$ cat config.mk
export PLATFORM = sky130hd
export DESIGN_NAME = pt_walker
export DESIGN_NICKNAME = d
export VERILOG_FILES = /design/src/rtl/pt_walker_pkg.sv /design/src/rtl/pt_walk_ctrl.sv /design/src/rtl/pt_walk_dp.sv /design/src/rtl/pt_walker.sv
export SDC_FILE = /design/constraint.sdc
export NUM_CORES = 1
export LEC_CHECK = 0
export CORE_MARGIN = 4
export CORE_UTILIZATION = 30
export CTS_BUF_LIST = sky130_fd_sc_hd__clkbuf_16
export DETAILED_ROUTE_END_ITERATION = 8
export DONT_BUFFER_PORTS = 1
export PLACE_DENSITY = 0.55
export SYNTH_ARGS = -nofsm -noshare
export SYNTH_HDL_FRONTEND = slang
export SYNTH_SLANG_ARGS = --single-unit
$ cat constraint.sdc
create_clock -name clk -period 1.9 [get_ports clk]
set_input_delay 0.38 -clock clk [delete_from_list [all_inputs] [get_ports clk]]
set_output_delay 0.38 -clock clk [all_outputs]
set_load 0.02 [all_outputs]
$ cat src/rtl/pt_walker_pkg.sv
package pt_walker_pkg;
  typedef enum logic [1:0] {
    WS_IDLE = 2'd0,
    WS_DIR  = 2'd1,
    WS_PTE  = 2'd2,
    WS_DONE = 2'd3
  } walk_state_e;
endpackage

$ cat src/rtl/pt_walk_ctrl.sv
module pt_walk_ctrl
  import pt_walker_pkg::*;
(
  input  logic        clk,
  input  logic        rst,
  input  logic        req_valid,
  input  logic        rsp_valid,
  input  logic        rsp_present,
  output logic        req_ready,
  output logic        accept,
  output logic        take_dir,
  output logic        take_pte,
  output walk_state_e state,
  output logic        mem_req_valid,
  output logic        done,
  output logic        fault
);
  logic issued;   // the read for the current level has been sent
  logic fault_q;

  always_comb begin
    req_ready     = (state == WS_IDLE);
    accept        = req_ready && req_valid;
    take_dir      = (state == WS_DIR) && issued && rsp_valid;
    take_pte      = (state == WS_PTE) && issued && rsp_valid;
    mem_req_valid = ((state == WS_DIR) || (state == WS_PTE)) && !issued;
    done          = (state == WS_DONE);
    fault         = done && fault_q;
  end

  always_ff @(posedge clk) begin
    if (rst) begin
      state   <= WS_IDLE;
      issued  <= 1'b0;
      fault_q <= 1'b0;
    end else begin
      case (state)
        WS_IDLE: begin
          fault_q <= 1'b0;
          issued  <= 1'b0;
          if (req_valid) state <= WS_DIR;
        end
        WS_DIR: begin
          if (!issued) issued <= 1'b1;
          else if (rsp_valid) begin
            issued <= 1'b0;
            if (rsp_present) state <= WS_PTE;
            else begin
              fault_q <= 1'b1;
              state   <= WS_DONE;
            end
          end
        end
        WS_PTE: begin
          if (!issued) issued <= 1'b1;
          else if (rsp_valid) begin
            issued  <= 1'b0;
            fault_q <= !rsp_present;
            state   <= WS_DONE;
          end
        end
        default: state <= WS_IDLE;
      endcase
    end
  end

  p_done_single_r8: assert property (@(posedge clk) disable iff (rst)
    done |=> !done);
  p_fault_needs_done_r8: assert property (@(posedge clk) disable iff (rst)
    fault |-> done);
  p_req_pulse_r7: assert property (@(posedge clk) disable iff (rst)
    mem_req_valid |=> !mem_req_valid);
  p_dir_fault_stops_r4: assert property (@(posedge clk) disable iff (rst)
    (take_dir && !rsp_present) |=> (done && fault && !mem_req_valid));
  p_busy_after_accept_r6: assert property (@(posedge clk) disable iff (rst)
    accept |=> !req_ready);
  p_reset_idle_r9: assert property (@(posedge clk)
    rst |=> (req_ready && !done && !mem_req_valid));
endmodule

$ cat src/rtl/pt_walk_dp.sv
module pt_walk_dp
  import pt_walker_pkg::*;
#(
  parameter int ADDR_W      = 32,
  parameter int IDX_W       = 10,
  parameter int OFF_W       = 12,
  parameter int ENTRY_SHIFT = 2
) (
  input  logic              clk,
  input  logic              rst,
  input  logic              accept,
  input  logic              take_dir,
  input  logic              take_pte,
  input  walk_state_e       state,
  input  logic [ADDR_W-1:0] lin_in,
  input  logic [ADDR_W-1:0] base_in,
  input  logic [ADDR_W-1:0] rsp_data,
  output logic [ADDR_W-1:0] mem_req_addr,
  output logic [ADDR_W-1:0] phys_addr
);
  localparam int FRAME_W = ADDR_W - OFF_W;

  logic [ADDR_W-1:0]  lin_q;
  logic [FRAME_W-1:0] dir_frame_q;
  logic [FRAME_W-1:0] tbl_frame_q;
  logic [IDX_W-1:0]   dir_idx;
  logic [IDX_W-1:0]   tbl_idx;
  logic [ADDR_W-1:0]  dir_entry_addr;
  logic [ADDR_W-1:0]  tbl_entry_addr;

  always_comb begin
    dir_idx        = lin_q[ADDR_W-1 -: IDX_W];
    tbl_idx        = lin_q[OFF_W +: IDX_W];
    dir_entry_addr = {dir_frame_q, {OFF_W{1'b0}}} + (ADDR_W'(dir_idx) << ENTRY_SHIFT);
    tbl_entry_addr = {tbl_frame_q, {OFF_W{1'b0}}} + (ADDR_W'(tbl_idx) << ENTRY_SHIFT);
    mem_req_addr   = (state == WS_PTE) ? tbl_entry_addr : dir_entry_addr;
  end

  always_ff @(posedge clk) begin
    if (rst) begin
      lin_q       <= '0;
      dir_frame_q <= '0;
      tbl_frame_q <= '0;
      phys_addr   <= '0;
    end else begin
      if (accept) begin
        lin_q       <= lin_in;
        dir_frame_q <= base_in[ADDR_W-1:OFF_W];
      end
      if (take_dir) tbl_frame_q <= rsp_data[ADDR_W-1:OFF_W];
      if (take_pte) phys_addr   <= {rsp_data[ADDR_W-1:OFF_W], lin_q[OFF_W-1:0]};
    end
  end

  p_phys_offset_r3: assert property (@(posedge clk) disable iff (rst)
    take_pte |=> (phys_addr[OFF_W-1:0] == lin_q[OFF_W-1:0]));
  p_entry_aligned_r1: assert property (@(posedge clk) disable iff (rst)
    (state != WS_IDLE) |-> (mem_req_addr[ENTRY_SHIFT-1:0] == '0));
  p_lin_held_r6: assert property (@(posedge clk) disable iff (rst)
    (state == WS_PTE) |=> $stable(lin_q));
endmodule

$ cat src/rtl/pt_walker.sv
module pt_walker
  import pt_walker_pkg::*;
#(
  parameter int ADDR_W      = 32,
  parameter int IDX_W       = 10,
  parameter int OFF_W       = 12,
  parameter int PRESENT_BIT = 0
) (
  input  logic              clk,
  input  logic              rst,
  input  logic              req_valid,
  output logic              req_ready,
  input  logic [ADDR_W-1:0] req_lin_addr,
  input  logic [ADDR_W-1:0] dir_base,
  output logic              mem_req_valid,
  output logic [ADDR_W-1:0] mem_req_addr,
  input  logic              mem_rsp_valid,
  input  logic [ADDR_W-1:0] mem_rsp_data,
  output logic              done,
  output logic              fault,
  output logic [ADDR_W-1:0] phys_addr
);
  localparam int ENTRY_SHIFT = $clog2(ADDR_W / 8);

  logic        accept, take_dir, take_pte;
  walk_state_e state;

  pt_walk_ctrl u_ctrl (
    .clk           (clk),
    .rst           (rst),
    .req_valid     (req_valid),
    .rsp_valid     (mem_rsp_valid),
    .rsp_present   (mem_rsp_data[PRESENT_BIT]),
    .req_ready     (req_ready),
    .accept        (accept),
    .take_dir      (take_dir),
    .take_pte      (take_pte),
    .state         (state),
    .mem_req_valid (mem_req_valid),
    .done          (done),
    .fault         (fault)
  );

  pt_walk_dp #(
    .ADDR_W      (ADDR_W),
    .IDX_W       (IDX_W),
    .OFF_W       (OFF_W),
    .ENTRY_SHIFT (ENTRY_SHIFT)
  ) u_dp (
    .clk          (clk),
    .rst          (rst),
    .accept       (accept),
    .take_dir     (take_dir),
    .take_pte     (take_pte),
    .state        (state),
    .lin_in       (req_lin_addr),
    .base_in      (dir_base),
    .rsp_data     (mem_rsp_data),
    .mem_req_addr (mem_req_addr),
    .phys_addr    (phys_addr)
  );
endmodule

* Yosys cells after proc, flatten, opt, wreduce, memory -nomap -nowiden
Index checks and enable logic that the tools add are counted.
Widths: inputs -> output; s select.
** Storage, ports and cells
- Output and inout bits :: 68
- Logic and storage cells :: 51
- Flip-flop bits (word level) :: 108
- Latch bits :: 0
- Memory bits (read-only) :: 0
- Memories kept :: 0
- Input port bits :: 100
- Bits in writable memories :: 0
** Cells by class
- Add/subtract/negate cells :: 2
- Div/mod/pow operators :: 0
- Equal/unequal tests :: 9
- Mux-type cells :: 17
- Reduce and logical (&&, ||, !) cells :: 16
- $lt $le $gt $ge :: 0
- Shifts and indexed selects :: 0
- Bitwise logic cells :: 0
- Multipliers :: 0
** Operators with widths (number)
- $add 32x12->32 :: 2
- $mux 32 :: 1
- $mux 2 :: 5
- $mux 1 :: 8
- $ne 2x2->1 const B :: 4
- $logic_and 1x1->1 :: 7
- $pmux 2 s3 :: 1
- $reduce_and 6->1 :: 1
- $reduce_and 5->1 :: 1
- $eq 2x2->1 const B :: 2
- $ne 2x1->1 const B :: 2
- $pmux 1 s3 :: 1
- $reduce_bool 3->1 :: 1
- $eq 2x1->1 const B :: 1
- $logic_not 1->1 :: 2
- $logic_not 2->1 :: 1
- $pmux 1 s2 :: 1
- $reduce_bool 2->1 :: 1
- $reduce_or 2->1 :: 1
- $logic_or 1x1->1 :: 1

* Logic depth before layout (Yosys ltp)
- Word-level depth :: 4
- Depth in mapped cells :: 7
- Gate-level depth less buffers :: 6

* Cells and area by module
Synthesis repeated with hierarchy kept, for this count alone.
** Unflattened totals
- Cell total of the unflattened synthesis :: 411
- Area total of the unflattened synthesis :: 4541.9 um^2
** By module, submodules not included
- pt_walk_dp :: seq. area each 2082.0 um^2, times used 1, cells each 373, area each 4232.8 um^2
- pt_walk_ctrl :: seq. area each 80.1 um^2, times used 1, cells each 38, area each 309.0 um^2

* Worst setup path after synthesis
Ideal clock, no wire load.
- Path kind :: reg-to-output
- Start :: register u_ctrl.state[0]
- End :: output port mem_req_addr[10]
- Buffers on the path :: 1
- Stages on the path, launching flop included :: 5
- Setup slack :: 0.297 ns
- Arrival :: 1.223 ns
- Data required time :: 1.520 ns
- Cell sequence :: dfxtp_1 > inv_1 > ha_1 > buf_2 > mux2_2
** On the way
- Cells in the longest elaborated chain, start to end :: 2
** Ends and longest elaborated chain
- start, declared :: line pt_walk_ctrl.sv:13 : output walk_state_e state,
- start signal, assigned :: line pt_walk_ctrl.sv:33 : state <= WS_IDLE;
- start signal, assigned :: line pt_walk_ctrl.sv:41 : if (req_valid) state <= WS_DIR;
- start signal, assigned :: line pt_walk_ctrl.sv:47 : if (rsp_present) state <= WS_PTE;
- $eq 2x2->1 :: line pt_walk_dp.sv:36 : mem_req_addr = (state == WS_PTE) ? tbl_entry_addr : dir_entry_addr;
- $mux 32 :: line pt_walk_dp.sv:36
- end, declared :: line pt_walker.sv:16 : output logic [ADDR_W-1:0] mem_req_addr,
No other way between the ends.

* Final worst setup path
- Start :: register u_ctrl.state[0]
- End :: output port mem_req_addr[19]
The elaborated chain is that of the path after synthesis.

==> reports/results.txt <==
Layout cells sized above 1 - 17.3%
Max cap viols - 0
Routed WL - 11,900 µm
Async set-reset flop share out of synthesis - 0%
Worst path max stage delay - 360 ps
Leak - 1.79 nW
Clock tree buffer depth - 2
Failing checks - negative setup slack
Ys flop type - dfxtp_1
Status - finished, violations left
CP Class - reg -> out
GRT Total Usage - 14.8%
Placed inst area - 4480 µm²
CTS clk-pin slew, worst paths - 70 ps
Antenna violations before repair - 0
Die height - 128 µm
Port Buf Inserts - 0
Slack of the critical path - -9.90 ps
CTS tree - built
Final setup viols - 17
Cell area after synthesis - 4350 µm²
WL met2 - 5810 µm
Routed met1 length - 4930 µm
Final RePlAce weighted congestion - 0.781
Gate Count Post-Synth - 529
Register-to-register setup slack - 230 ps
Crit end category - output pin
Worst R2R Path Depth - 6
Final Critical Period - 1910 ps
Hold depth - 1
DR vias - 3,435
# nets final - 627
Combinational power share - 31.7%
Area growth syn-to-layout - 16.3%
Top cells by area, synth - dfxtp_1 (50%), nand2_1 (18%), a21oi_1 (10%), mux2_2 (7.8%), a21oi_2 (3.6%)
Max layer used - met4
Clock group share of total power - 27.4%
Most frequent cell after synthesis - nand2_1
Iter 0 DRT Violations - 154
F_max - 524 MHz
Post-synthesis average cell area - 8.21 µm²
Root buffer cell - clkbuf_16
P_sw - 0.00216 W
Post-Place Setup Slack - 101 ps
Critical Path AT - 1530 ps
Die Area - 16,500 µm²
P_int - 0.00448 W
Global-route wire length before repair - 19,300 µm
Worst hold path startpoint - rst
Final max-slew violation count - 0
Worst EP required - 1520 ps
IO Pins - 168
Clock Skew - 4.68 ps
Fin crit share - 101%
Initial Util - 30.9%
Yosys top cell area share - 49.8%
Largest net degree at the start of global routing - 109
Hold WC Path Type - in -> reg
Synth area leader - dfxtp_1
Hold Slack - 108 ps
Post-route cell area - 5050 µm²
Sequential share of power - 40.9%
CP Launch Type - flip-flop
Power consumption - 0.00664 W
Routed Antenna Nets - 0
Critical path cell sequence - inv_4 > ha_4 > buf_6 > buf_16 > mux2_4
Routed len/inst - 16.9 µm
Worst reg2reg startpoint - u_ctrl.state[1]
Ys Warns - 0
Fillers - 1,462
DR vias/cell - 4.87
1st-pass router iterations - 4
Reg2reg end - u_dp.lin_q[17]
Netlist cell types - 25
CTS Sinks - 108
Die width - 128 µm
GR Overflow Total - 0
Final instance count without filler cells - 706
Seq/Total Area, Yosys - 49.8%
Switching share of power - 32.6%
Drt drc - 0
RSZ-0062 raised after global routing - yes
Met3 wire length - 992 µm
Num rows - 43
CP max stage cell - dfxtp_4
Number of flops mapped to enable cells by yosys - 0
Worst skew pair latency - 340 ps
ANT cells - 0
Final hold vios - 0
Worst IR Drop VDD - 0.964 mV
Vias in the first global route - 3,621
Post-synth top cells - nand2_1 (212), dfxtp_1 (108), a21oi_1 (90), mux2_2 (30), a21oi_2 (18)
TritonCTS Buffers - 9
Post-DP HPWL - 8070 µm
Hold worst-path end - u_dp.lin_q[16]
Placed Cells - 681
Core area - 14,000 µm²
Crit-path max FO - 5
CTS H-Tree Depth - 3
Power Density - 1310 nW/µm²
Post-synthesis register bit count - 108
Hold buffer count at cts - 0
[placed cells by master (no fill, tap or decap), drive strengths merged]
cell type / instances
or3: 1
inv: 4
o21ai: 2
nor2b: 2
buf: 20
mux2: 30
nand2b: 1
bufinv: 1
dfxtp: 108
clkbuf: 9
nand3: 2
mux2i: 2
ha: 6
clkinv: 5
nand3b: 1
a21oi: 108
and3: 2
a31oi: 1
conb: 2
and2: 2
nand2: 212
a2bb2oi: 1
nor2: 4
[worst max-delay path by stage]
stage / from / end / cells past startpoint
after floorplan: u_ctrl.state[0] / mem_req_addr[10] / 4
after global placement: u_ctrl.state[0] / mem_req_addr[18] / 4
after detailed placement: u_ctrl.state[0] / mem_req_addr[18] / 4
after CTS: u_ctrl.state[0] / mem_req_addr[18] / 5
after global routing: u_ctrl.state[0] / mem_req_addr[18] / 5
final: u_ctrl.state[0] / mem_req_addr[19] / 5
[worst max-delay path, delay by kind of cell (launching register included)]
kind	cells	cell delay (ps)
flip-flops	1	360
adder cells (fa/ha/maj)	1	160
buffers and inverters	3	320
multiplexers	1	340
[flip-flops by register name, summed over array words and instances, names as in the netlist]
signal and cells:
u_dp.tbl_frame_q 20, u_ctrl.fault_q 1, u_dp.phys_addr 32, u_dp.lin_q 32, u_ctrl.state 2, u_dp.dir_frame_q 20
u_ctrl.issued 1
[layer usage]
metal	up-vias	track usage (%)
met1	1625	17.2
met4	0	4.06
met2	103	24.9
met3	11	6.56
met5	-	0
li1	1696	-
[cell families after synthesis]
family / share of synthesized area (%)
AO/OA/AOI/OAI: 14.6
adder cells (fa/ha/maj): 1.73
buffers and inverters: 5.38
flip-flops: 49.8
multiplexers: 8.23
other: 0.0863
AND/OR/NAND/NOR: 20.2
[cell type report]
cell class	count	area, µm²	area share [%]
sequential	108	2170	42.9
tap	180	225	4.46
clock inverter	7	58.8	1.16
inverter	3	13.8	0.272
timing repair buffer	20	275	5.45
clock buffer	9	225	4.46
multi-input combinational	379	2080	41.3
[per-stage QoR]
stage	setup TNS (ps)	utilization, %
2_1_floorplan	0	-
3_3_place_gp	0	31.9
3_5_place_dp	0	31.9
4_1_cts	-492	35.9
5_1_grt	-1810	36.0
6_report	-77.6	36.0
[power by group through the flow]
stage               logic (W)  clock network [W]  registers, W
global route          0.00232            0.00198       0.00275
detailed placement    0.00168                  0       0.00274
CTS                   0.00214            0.00189       0.00271
finish                0.00210            0.00182       0.00272
global placement      0.00165                  0       0.00273
floorplan             0.00137                  0       0.00268
[what timing repair did]
action                                  4_1_cts  5_1_grt
gates resized for setup                      47        1
setup buffers                                 7        0
endpoints found under the setup margin       31       31
pin swaps                                     1        0
gates cloned                                  3        0
hold endpoints to repair                      0        0
Power figures use the tool's default switching activity.
